<file path="src/rtl/boot_gate_pkg.sv">
package boot_gate_pkg;
  typedef enum logic [2:0] {
    RSN_OK      = 3'd0,
    RSN_BADSIG  = 3'd1,
    RSN_DOWN    = 3'd2,
    RSN_POLICY  = 3'd3,
    RSN_TIMEOUT = 3'd4
  } reason_t;

  typedef enum logic [2:0] {
    ST_IDLE,
    ST_WAIT,
    ST_LOG,
    ST_DONE,
    ST_HALT
  } gate_st_t;
endpackage

</file>
<file path="src/rtl/bg_vers_ctr.sv">
module bg_vers_ctr #(
  parameter int VER_W = 8,
  parameter logic [VER_W-1:0] CTR_RESET = '0
) (
  input  logic             clk,
  input  logic             rst_n,
  input  logic             adv_en,
  input  logic [VER_W-1:0] adv_val,
  output logic [VER_W-1:0] cnt_o
);
  logic [VER_W-1:0] cnt_q;
  logic             raise;

  assign raise = adv_en && (adv_val > cnt_q);

  always_ff @(posedge clk or negedge rst_n) begin
    if (!rst_n)     cnt_q <= CTR_RESET;
    else if (raise) cnt_q <= adv_val;
  end

  assign cnt_o = cnt_q;

  // counter is monotonic
  p_ctr_never_drops_r9: assert property (@(posedge clk) disable iff (!rst_n)
    1'b1 |=> cnt_q >= $past(cnt_q));
endmodule

</file>
<file path="src/rtl/bg_wait_timer.sv">
module bg_wait_timer #(
  parameter int LIMIT = 16
) (
  input  logic clk,
  input  logic rst_n,
  input  logic run,
  output logic expire
);
  localparam int TW = $clog2(LIMIT + 1);
  localparam logic [TW-1:0] LAST = TW'(LIMIT - 1);

  logic [TW-1:0] cnt_q, cnt_d;

  assign expire = run && (cnt_q == LAST);

  always_comb begin
    cnt_d = cnt_q;
    if (!run)        cnt_d = '0;
    else if (!expire) cnt_d = cnt_q + 1'b1;
  end

  always_ff @(posedge clk or negedge rst_n) begin
    if (!rst_n) cnt_q <= '0;
    else        cnt_q <= cnt_d;
  end
endmodule

</file>
<file path="src/rtl/bg_verdict_eval.sv">
module bg_verdict_eval
  import boot_gate_pkg::*;
#(
  parameter int VER_W = 8
) (
  input  logic             sig_ok,
  input  logic             pol_ok,
  input  logic [VER_W-1:0] ver,
  input  logic [VER_W-1:0] ctr,
  output reason_t          reason
);
  always_comb begin
    if (!sig_ok)         reason = RSN_BADSIG;
    else if (ver < ctr)  reason = RSN_DOWN;
    else if (!pol_ok)    reason = RSN_POLICY;
    else                 reason = RSN_OK;
  end
endmodule

</file>
<file path="src/rtl/boot_gate.sv">
module boot_gate
  import boot_gate_pkg::*;
#(
  parameter int VER_W      = 8,
  parameter int STAGES     = 4,
  parameter int WAIT_LIMIT = 16,
  parameter logic [VER_W-1:0] CTR_RESET = 8'd2
) (
  input  logic                      clk,
  input  logic                      rst_n,
  input  logic                      start_i,
  input  logic                      enforce_i,
  output logic                      vreq_o,
  output logic [$clog2(STAGES)-1:0] vstage_o,
  input  logic                      vvalid_i,
  input  logic                      sig_ok_i,
  input  logic                      pol_ok_i,
  input  logic [VER_W-1:0]          img_ver_i,
  output logic                      rel_o,
  output logic [$clog2(STAGES)-1:0] rel_stage_o,
  output logic                      aud_valid_o,
  input  logic                      aud_ready_i,
  output logic [$clog2(STAGES)-1:0] aud_stage_o,
  output logic [VER_W-1:0]          aud_from_o,
  output logic [VER_W-1:0]          aud_to_o,
  output logic                      aud_sig_o,
  output logic                      aud_pol_o,
  output logic                      aud_pass_o,
  output logic [2:0]                aud_reason_o,
  output logic [VER_W-1:0]          ctr_o,
  output logic                      done_o,
  output logic                      halt_o
);
  localparam int SW = $clog2(STAGES);
  localparam logic [SW-1:0] LAST_STG = SW'(STAGES - 1);

  gate_st_t         state_q, state_d;
  logic [SW-1:0]    stage_q, stage_d;
  logic             mode_q;
  reason_t          eval_rsn, rec_rsn_q;
  logic             rec_sig_q, rec_pol_q;
  logic [VER_W-1:0] rec_from_q, rec_to_q, ctr;
  logic             rel_q, rel_d;
  logic [SW-1:0]    rel_stg_q;
  logic             tmo, cap_en, cap_tmo, adv_en, pass, mode_ld;

  bg_verdict_eval #(.VER_W(VER_W)) u_eval (
    .sig_ok(sig_ok_i), .pol_ok(pol_ok_i), .ver(img_ver_i), .ctr(ctr), .reason(eval_rsn)
  );

  bg_wait_timer #(.LIMIT(WAIT_LIMIT)) u_tmr (
    .clk(clk), .rst_n(rst_n), .run(state_q == ST_WAIT), .expire(tmo)
  );

  bg_vers_ctr #(.VER_W(VER_W), .CTR_RESET(CTR_RESET)) u_ctr (
    .clk(clk), .rst_n(rst_n), .adv_en(adv_en), .adv_val(rec_to_q), .cnt_o(ctr)
  );

  assign pass    = (rec_rsn_q == RSN_OK) || !mode_q;
  assign mode_ld = (state_q == ST_IDLE) && start_i;

  always_comb begin
    state_d = state_q;
    stage_d = stage_q;
    cap_en  = 1'b0;
    cap_tmo = 1'b0;
    adv_en  = 1'b0;
    rel_d   = 1'b0;
    case (state_q)
      ST_IDLE: if (start_i) state_d = ST_WAIT;
      ST_WAIT: begin
        if (vvalid_i) begin
          cap_en  = 1'b1;
          state_d = ST_LOG;
        end else if (tmo) begin
          cap_en  = 1'b1;
          cap_tmo = 1'b1;
          state_d = ST_LOG;
        end
      end
      ST_LOG: begin
        if (aud_ready_i) begin
          rel_d  = pass;
          adv_en = (rec_rsn_q == RSN_OK);
          if (!pass)                    state_d = ST_HALT;
          else if (stage_q == LAST_STG) state_d = ST_DONE;
          else begin
            stage_d = stage_q + 1'b1;
            state_d = ST_WAIT;
          end
        end
      end
      default: ;
    endcase
  end

  always_ff @(posedge clk or negedge rst_n) begin
    if (!rst_n) begin
      state_q   <= ST_IDLE;
      stage_q   <= '0;
      rel_q     <= 1'b0;
      rel_stg_q <= '0;
    end else begin
      state_q   <= state_d;
      stage_q   <= stage_d;
      rel_q     <= rel_d;
      rel_stg_q <= stage_q;
    end
  end

  always_ff @(posedge clk or negedge rst_n) begin
    if (!rst_n)       mode_q <= 1'b1;
    else if (mode_ld) mode_q <= enforce_i;
  end

  always_ff @(posedge clk or negedge rst_n) begin
    if (!rst_n) begin
      rec_rsn_q  <= RSN_OK;
      rec_sig_q  <= 1'b0;
      rec_pol_q  <= 1'b0;
      rec_from_q <= '0;
      rec_to_q   <= '0;
    end else if (cap_en) begin
      rec_rsn_q  <= cap_tmo ? RSN_TIMEOUT : eval_rsn;
      rec_sig_q  <= !cap_tmo && sig_ok_i;
      rec_pol_q  <= !cap_tmo && pol_ok_i;
      rec_from_q <= ctr;
      rec_to_q   <= cap_tmo ? '0 : img_ver_i;
    end
  end

  assign vreq_o       = (state_q == ST_WAIT);
  assign vstage_o     = stage_q;
  assign rel_o        = rel_q;
  assign rel_stage_o  = rel_stg_q;
  assign aud_valid_o  = (state_q == ST_LOG);
  assign aud_stage_o  = stage_q;
  assign aud_from_o   = rec_from_q;
  assign aud_to_o     = rec_to_q;
  assign aud_sig_o    = rec_sig_q;
  assign aud_pol_o    = rec_pol_q;
  assign aud_pass_o   = pass;
  assign aud_reason_o = rec_rsn_q;
  assign ctr_o        = ctr;
  assign done_o       = (state_q == ST_DONE);
  assign halt_o       = (state_q == ST_HALT);

  // offered record held stable under backpressure
  p_aud_hold_r11: assert property (@(posedge clk) disable iff (!rst_n)
    aud_valid_o && !aud_ready_i |=> aud_valid_o && $stable(aud_reason_o)
      && $stable(aud_to_o) && $stable(aud_stage_o) && $stable(aud_from_o));

  // enforce mode releases only clean stages
  p_enf_release_ok_r3: assert property (@(posedge clk) disable iff (!rst_n)
    rel_o && mode_q |-> rec_rsn_q == RSN_OK);

  // halt only reachable in enforce mode
  p_halt_enforce_r3: assert property (@(posedge clk) disable iff (!rst_n)
    $rose(halt_o) |-> mode_q);

  // a record with bad signature never claims another cause
  p_badsig_reason_r7: assert property (@(posedge clk) disable iff (!rst_n)
    aud_valid_o && !aud_sig_o |-> aud_reason_o == RSN_BADSIG || aud_reason_o == RSN_TIMEOUT);

  // signed older image is reported as downgrade
  p_downgrade_r5: assert property (@(posedge clk) disable iff (!rst_n)
    aud_valid_o && aud_sig_o && (aud_to_o < aud_from_o) |-> aud_reason_o == RSN_DOWN);

  // counter moves only together with an accepted release
  p_ctr_on_accept_r9: assert property (@(posedge clk) disable iff (!rst_n)
    (ctr_o != $past(ctr_o)) |-> rel_o && rec_rsn_q == RSN_OK);
endmodule

</file>
<file path="config.mk">
export PLATFORM = sky130hd
export DESIGN_NAME = boot_gate
export DESIGN_NICKNAME = d
export VERILOG_FILES = /design/src/rtl/boot_gate_pkg.sv /design/src/rtl/bg_vers_ctr.sv /design/src/rtl/bg_wait_timer.sv /design/src/rtl/bg_verdict_eval.sv /design/src/rtl/boot_gate.sv
export SDC_FILE = /design/constraint.sdc
export NUM_CORES = 1
export LEC_CHECK = 0
export BUFFER_PORTS_ARGS = -buffer_cell sky130_fd_sc_hd__buf_2
export CORE_MARGIN = 8
export CORE_UTILIZATION = 52
export CTS_CLUSTER_DIAMETER = 100
export DETAILED_ROUTE_END_ITERATION = 8
export HOLD_SLACK_MARGIN = 0.05
export PLACE_DENSITY_LB_ADDON = 0.1
export SETUP_SLACK_MARGIN = 0.3
export SKIP_CTS_REPAIR_TIMING = 1
export SLEW_MARGIN = 40
export SYNTH_ARGS = -nofsm -noshare
export SYNTH_HDL_FRONTEND = slang
export SYNTH_SLANG_ARGS = --single-unit
</file>
<file path="constraint.sdc">
create_clock -name clk -period 2.31 [get_ports clk]
set_input_delay 0.3465 -clock clk [delete_from_list [all_inputs] [get_ports clk]]
set_output_delay 0.3465 -clock clk [all_outputs]
set_load 0.01 [all_outputs]
</file>
==> results.md, run 1 <==
* Worst Hold Class: in2reg
* Post-route cell area at 2600 um^2
* Port Buffer Count at 56
* Vias in the first global route at 1684
* Slew headroom at 65.1%
* Max Cap Viol at 0
* Drc violations at 0
* Synth unique cells at 43
* Final setup TNS at 0 ps
* Initial antenna violation count at 0
* HPWL Detailed at 3730 um
* Crit path DAT at 2110 ps
* Setup-failing EPs final at 0
* Maximum vdd drop at 0.328 mV
* CTS Buf Count at 5
* Clk slew on worst S/H paths at 80 ps
* WP depth at 7
* Fill cells at 314
* First-pass GRT wire length at 8080 um
* Root Driver: clkbuf_8
* Syn_area_per_cell at 11.6 um^2
* Most frequent cells in the layout: 56 x buf_2, 41 x dfrtp_1, 16 x ha_1
* Synth top area share at 48.6%
* Nets@finish at 280
* Kind of critical path: reg2reg
* Seq cells post-synth at 43
* Required @ worst endpoint at 2490 ps
* CP Launch Type: register
* Max H-tree Level at 2
* Starting DRT DRC Count at 58
* CTS tree: built
* Pin count of the biggest net entering global routing at 25
* Register-to-Register Path Depth at 7
* Crit path cell chain: inv_1 > ha_4 > nor2b_1 > o211ai_1 > nand4_1 > nand2_4 > mux2_4
* Core region area at 3940 um^2
* Setup Skew at 3.91 ps
* Number of synthesized flops with an enable pin at 0
* Mapped Area at 2110 um^2
* Hold Path Depth at 3
* Overall routing resource usage at 16.1%
* Mapped Nets at 216
* Final wirelength at 4930 um
* # IOs at 57
* Post-synth top area cell: dfrtp_1
* Worst-skew pair later-pin latency at 290 ps
* CP top delay family: flip-flops
* Worst Path Buf+Inv at 1
* Pwr dens at 498 nW/um^2
* Fin crit share at 83.8%
* Via-to-Cell Ratio at 5.45
* Pre-antenna DRT Iters at 4
* ANT cells at 0
* Share of post-route cells with drive strength above 1 at 36.8%
* Endpoints failing hold at 0
* Storage element area at 1080 um^2
* Least-Margin Pin Slew at 524 ps
* DP Area at 2440 um^2
* Chip height at 79.7 um
* Clock buffer depth at 2
* Area contributors post-synth: dfrtp_1 49%, ha_1 11%, mux2_4 5.7%
* Unrepaired setup endpoints after global routing: yes
* Leakage at 1.41 nW
* Clock sink total at 43
* Fmax at 517 MHz
* Die area at 6360 um^2
* Gate count of the mapped netlist at 182
* Tmin final at 1940 ps
* CP Max Fanout at 8
* FFs w/ async S/R, synth at 100%
* Post-synthesis sequential area ratio at 51.1%
* Post-DR wirelength/cell at 16.6 um
* Initial Util at 53.6%
* Final ANT Viol Nets at 0
* Grt total ovfl at 0
* Main synth FF type: dfrtp_1
* Via count at 1618
* YS warnings at 0
* Gpl congestion at 0.839
* Max-slew violation count at 0
* Multi-input logic area at 973 um^2
* Crit. End Element: register
* Row count at 23
* Crit-path max cell delay at 530 ps
* Status: complete, no violations
* Slowest-stage cell, CP: dfstp_2
* Most common cell after layout, fill and taps aside: buf_2
* Die X at 79.7 um
* Layout Area Growth over Synthesis at 23.2%
[metrics by stage]
step | power, mW | utilization, % | instances | worst slack [ps] | hold WS, ps
after floorplan | 0.781 | - | 182 | 412 | 50.9
after global placement | 0.817 | 62.0 | 284 | 373 | 301
after detailed placement | 0.818 | 62.0 | 284 | 337 | 311
after CTS | 1.31 | 64.3 | 292 | 308 | -4.45
after global routing | 1.35 | 66.0 | 297 | 274 | 292
final | 1.30 | 66.0 | 297 | 375 | 289
[layout make-up]
type                       count  area share, %
clock buffer                   7           3.32
multi-input combinational    118           37.4
timing repair buffer          64           13.2
clock inverter                 1          0.192
sequential                    43           41.5
inverter                      14           2.02
tap                           50           2.41
[power breakdown]
part           switching [mW]  internal (mW)
Sequential                  0          0.752
Combinational          0.0315         0.0209
Clock                   0.250          0.241
[metal layers]
layer / track usage (%) / vias up / routed length (um)
li1: - / 773 / -
met1: 17.9 / 787 / 2010
met2: 28.3 / 49 / 2540
met3: 5.07 / 9 / 303
met4: 5.27 / 0 / 72
met5: 0 / - / 0
[cell usage after synthesis, drive strengths merged (2+ instances only)]
| library cell | n |
|---|---|
| nor3 | 3 |
| o21ai | 12 |
| clkbuf | 2 |
| and3 | 3 |
| mux2 | 11 |
| o21a | 2 |
| xor2 | 3 |
| nor2 | 9 |
| nand4 | 4 |
| dfstp | 2 |
| a22o | 10 |
| o211ai | 2 |
| nand2 | 15 |
| ha | 18 |
| buf | 5 |
| dfrtp | 41 |
| a21oi | 5 |
| nand3 | 3 |
| nor2b | 3 |
| inv | 14 |
| nand2b | 2 |
[worst register-to-register path: stages (launching register included)]
cell	delay [ps]
dfstp_2	530
inv_1	80
ha_4	230
nor2b_1	130
o211ai_1	170
nand4_1	150
nand2_4	210
mux2_4	320
[state kept, by name, indices dropped and copies added, names as in the netlist]
signal	cells
aud_reason_o	3
u_tmr.cnt_q	5
mode_q	1
state_q	3
aud_to_o	8
u_ctr.cnt_o	8
rel_stage_o	2
aud_pol_o	1
rel_o	1
aud_sig_o	1
aud_from_o	8
aud_stage_o	2
[kinds of logic after synthesis]
logic type      synth area share, %
compound gates                 12.7
xor+xnor                       1.66
fa+ha+maj                      10.7
buf+inv                        4.27
flops                          51.1
mux                            7.76
simple gates                   11.9
[final timing paths]
check	from	endpoint	slack, ps
max	u_ctr.cnt_o[1]	u_ctr.cnt_o[0]	370
min	sig_ok_i	aud_sig_o	290
max reg2reg	u_ctr.cnt_o[1]	u_ctr.cnt_o[0]	370
min reg2reg	aud_stage_o[1]	rel_stage_o[1]	440
max in group asynchronous	rst_n	u_ctr.cnt_o[1]	1060
min in group asynchronous	rst_n	rel_o	520
Power figures use the tool's default switching activity.
==> run 2: changes to the inputs <==
==> constraint.sdc (replaced) <==
create_clock -name clk -period 1.9 [get_ports clk]
set_input_delay 0.285 -clock clk [delete_from_list [all_inputs] [get_ports clk]]
set_output_delay 0.285 -clock clk [all_outputs]
set_load 0.01 [all_outputs]
==> results.md, run 2 (synthesis results as in run 1) <==
* Status: finished, violations left
* Failing checks: negative setup slack
* Setup-failing EPs final at 7
* Final wirelength at 5890 um
* Tmin final at 1930 ps
* Slew headroom at 63.9%
* Most frequent cells in the layout: 55 x buf_2, 40 x dfrtp_1, 26 x buf_4
* Core region area at 3940 um^2
* First-pass GRT wire length at 8080 um
* CP Launch Type: register
* Clock power frac at 36.5%
* Max H-tree Level at 2
* Chip height at 79.7 um
* Endpoints failing hold at 0
* Pre-antenna DRT Iters at 4
* Leakage at 1.57 nW
* Nets@finish at 304
* ANT cells at 0
* Overall routing resource usage at 15.9%
* Clock sink total at 43
* Comb power frac at 5.1%
* Die area at 6360 um^2
* CTS Buf Count at 5
* Sw Ratio at 23.0%
* Root Driver: clkbuf_8
* Crit path DAT at 2110 ps
* Gpl congestion at 0.818
* Worst-skew pair later-pin latency at 290 ps
* Layout Area Growth over Synthesis at 42.7%
* Final ANT Viol Nets at 0
* Fin crit share at 102%
* Grt met2 use at 26.9%
* Design Power at 1.57 mW
* Setup Skew at 3.07 ps
* Least-Margin Pin Slew at 542 ps
* Clock buffer depth at 2
* Crit. End Element: register
* GR Util met3 at 4.95%
* Fmax at 518 MHz
* Met1 Use GR at 18.7%
* Port Buffer Count at 56
* Register share of total power at 58.4%
* Clk slew on worst S/H paths at 80 ps
* Maximum vdd drop at 0.422 mV
* Via count at 1759
* Row count at 23
* HPWL Detailed at 3810 um
* NetSw at 360 uW
* Starting DRT DRC Count at 74
* Pwr dens at 520 nW/um^2
* Drc violations at 0
* Kind of critical path: reg2reg
* Via-to-Cell Ratio at 5.48
* Final worst-path setup slack at -30.8 ps
* Internal at 1.21 mW
* Max Cap Viol at 0
* Vias in the first global route at 1738
* Unrepaired setup endpoints after global routing: yes
* Grt total ovfl at 0
* Post-route cell area at 3010 um^2
* CP Max Fanout at 8
* Busiest grt layer: met2
* Worst Hold Class: in2async
* DP Area at 2570 um^2
* Required @ worst endpoint at 2080 ps
* Most common cell after layout, fill and taps aside: buf_2
* Initial Util at 53.6%
* Die X at 79.7 um
* # IOs at 57
* Pin count of the biggest net entering global routing at 44
* Initial antenna violation count at 0
* Share of post-route cells with drive strength above 1 at 55.0%
* Max-slew violation count at 0
* Post-DR wirelength/cell at 18.3 um
* CTS tree: built
-- run 2: cell count changes in the layout (fill, tap and decap cells not counted), moves of 3 or more --
cell	delta
inv_2	+4
buf_4	+19
ha_4	+7
o21ai_2	+3
ha_1	-8
inv_1	-5
o21ai_0	-3
nand2_2	+7
nand2_1	-8
buf_6	+5
-- run 2: final timing paths --
kind / startpoint / to / slack, ps / cells past startpoint
hold reg to reg: aud_stage_o[1] / rel_stage_o[1] / 450 / 0
hold / removal: rst_n / aud_stage_o[0] / 50 / 2
max in group asynchronous: rst_n / state_q[1] / 1440 / 2
min in group clk: enforce_i / mode_q / 220 / 2
setup / recovery: u_ctr.cnt_o[5] / u_ctr.cnt_o[0] / -30 / 7
setup reg to reg: u_ctr.cnt_o[5] / u_ctr.cnt_o[0] / -30 / 7
-- run 2: metal layers --
layer / part of all wire [%] / vias to the layer above
met2: 52 / 49
met1: 40 / 879
met5: 0 / -
li1: - / 819
met4: 2.0 / 0
met3: 5.5 / 12
-- run 2: layout make-up --
type,instances,area [um^2]
multi-input cells,118,1170
clock inverters,1,5.00
inverters,14,55.1
flip-flops and latches,43,1080
clock buffers,7,76.3
repair buffers,88,567
well taps,50,62.6
fillers,260,928
-- run 2: metrics by stage --
stage / setup WS [ps] / instances / hold slack [ps] / setup TNS (ps) / utilization (%)
floorplan: 71.0 / 182 / -10.6 / 0 / -
finish: -30.8 / 321 / 48.3 / -183 / 76.5
global route: -110 / 321 / 103 / -761 / 76.5
CTS: -7.35 / 301 / 76.5 / -7.86 / 67.2
detailed placement: 8.53 / 293 / 395 / 0 / 65.2
global placement: 45.4 / 293 / 375 / 0 / 65.2
-- run 2: critical path, cell delays in order (launching register included) --
cell and delay, ps:
dfrtp_1 390, inv_2 90, ha_4 200, a211o_1 270, o211ai_1 140, nand4_1 190, nand2_4 210, mux2_4 320
-- run 2: power by group through the flow --
stage	combinational, mW	sequential [mW]	clock, mW
3_5_place_dp	0.0645	0.933	0
3_3_place_gp	0.0621	0.933	0
5_1_grt	0.0878	0.914	0.608
6_report	0.0793	0.914	0.572
4_1_cts	0.0644	0.914	0.570
2_1_floorplan	0.0187	0.933	0
==> run 3: changes to the inputs <==
--- a/config.mk
+++ b/config.mk
@@ -7,12 +7,12 @@
 export LEC_CHECK = 0
 export BUFFER_PORTS_ARGS = -buffer_cell sky130_fd_sc_hd__buf_2
 export CORE_MARGIN = 8
-export CORE_UTILIZATION = 52
+export CORE_UTILIZATION = 35
 export CTS_CLUSTER_DIAMETER = 100
 export DETAILED_ROUTE_END_ITERATION = 8
 export HOLD_SLACK_MARGIN = 0.05
 export PLACE_DENSITY_LB_ADDON = 0.1
-export SETUP_SLACK_MARGIN = 0.3
+export SETUP_SLACK_MARGIN = 0.5
 export SKIP_CTS_REPAIR_TIMING = 1
 export SLEW_MARGIN = 40
 export SYNTH_ARGS = -nofsm -noshare
==> results.md, run 3 (synthesis results as in run 1) <==
* Status: complete, no violations
* Least-Margin Pin Slew at 515 ps
* Die area at 8780 um^2
* Crit path DAT at 2070 ps
* Max Cap Viol at 0
* Leakage at 1.63 nW
* First-pass GRT wire length at 8670 um
* Worst R2R End: u_ctr.cnt_o[3]
* Clock buffer depth at 2
* CP Launch Point: u_ctr.cnt_o[1]
* Slew headroom at 65.6%
* Most common cell after layout, fill and taps aside: buf_2
* Overall routing resource usage at 12.5%
* Row count at 28
* Nets@finish at 313
* Fin cells at 354
* Initial antenna violation count at 0
* CP endpoint: u_ctr.cnt_o[3]
* Pre-CTS WS at 0.905 ps
* DP Cell Count at 324
* Root Driver: clkbuf_8
* DP Area at 2690 um^2
* Max H-tree Level at 2
* Drc violations at 0
* Initial Util at 35.9%
* Tmin final at 1890 ps
* ANT cells at 0
* CTS Buf Count at 5
* Post-route cell area at 3190 um^2
* Layout Area Growth over Synthesis at 51.0%
* Pwr dens at 481 nW/um^2
* Most frequent cells in the layout: 52 x buf_2, 39 x dfrtp_1, 26 x buf_4
* Pre-antenna DRT Iters at 4
* Core region area at 5890 um^2
* Max-slew violation count at 0
* Worst Hold Class: in2reg
* Required @ worst endpoint at 2080 ps
* Port Buffer Count at 56
* Gpl congestion at 0.758
* Share of post-route cells with drive strength above 1 at 57.7%
* Clock sink total at 43
* CP Max Fanout at 8
* Maximum vdd drop at 0.241 mV
* Kind of critical path: reg2reg
* Worst reg2reg startpoint: u_ctr.cnt_o[1]
* Endpoints failing hold at 0
* Via-to-Cell Ratio at 4.81
* Design Power at 1.53 mW
* Starting DRT DRC Count at 25
* Setup Skew at 7.34 ps
* Setup-failing EPs final at 0
* Fin crit share at 99.4%
* Clk slew on worst S/H paths at 70 ps
* HPWL Detailed at 3940 um
* Worst-skew pair later-pin latency at 290 ps
* Util after Layout at 54.2%
* Final wirelength at 5570 um
* Post-DR wirelength/cell at 15.7 um
* Pin count of the biggest net entering global routing at 24
* # IOs at 57
* CTS tree: built
* Fmax at 529 MHz
* Vias in the first global route at 1776
* Die X at 93.7 um
* Final ANT Viol Nets at 0
* Chip height at 93.7 um
* Grt total ovfl at 0
* Reg2Reg Setup Slack at 10 ps
* Crit. End Element: register
* Unrepaired setup endpoints after global routing: yes
* Via count at 1701
* Register-to-Register Path Depth at 7
* CP Launch Type: register
* Final worst-path setup slack at 11.3 ps
## run 3: cell count changes in the layout (fill, tap and decap cells not counted), sizes merged
cell,before,now
dlygate4sd3,0,1
clkbuf,8,9
clkinv,1,0
buf,87,94
## run 3: worst min-delay path by stage
stage	startpoint	end	slack (ps)	cells past startpoint
after floorplan	rst_n	aud_from_o[0]	-10	0
after global placement	rst_n	u_ctr.cnt_o[6]	280	1
after detailed placement	rst_n	aud_to_o[6]	290	1
after CTS	rst_n	u_tmr.cnt_q[3]	-30	1
after global routing	enforce_i	mode_q	210	2
final	enforce_i	mode_q	230	2
## run 3: power by group
group / switching, mW / internal (mW) / leakage (nW)
registers: 0 / 0.915 / 0.577
logic: 0.0427 / 0.0314 / 1.02
clock network: 0.293 / 0.253 / 0.0383
## run 3: final cells by class
class / instances / area, um^2
tap: 75 / 93.8
multi-input combinational: 118 / 1160
fill: 532 / 2700
clock buffer: 7 / 76.3
timing repair buffer: 97 / 717
inverter: 14 / 57.6
sequential: 43 / 1080
## run 3: per-stage QoR
step	hold WS [ps]	setup TNS, ps
2_1_floorplan	-10.6	0
5_1_grt	209	-563
6_report	228	0
4_1_cts	-33.8	-43.2
3_5_place_dp	289	0
3_3_place_gp	280	0
## run 3: metal layers
| layer | vias up | track usage [%] | routed length, um |
|---|---|---|---|
| li1 | 835 | - | - |
| met1 | 819 | 14.8 | 2410 |
| met2 | 39 | 20.3 | 2750 |
| met3 | 8 | 4.08 | 321 |
| met4 | 0 | 4.76 | 89 |
| met5 | - | 0 | 0 |
## run 3: critical path: stages (launching register included)
cell and delay (ps):
dfstp_2 540, inv_2 50, ha_4 210, nand4_1 80
nor2_1 50, a311oi_2 320, nand2_4 190, mux2_4 330
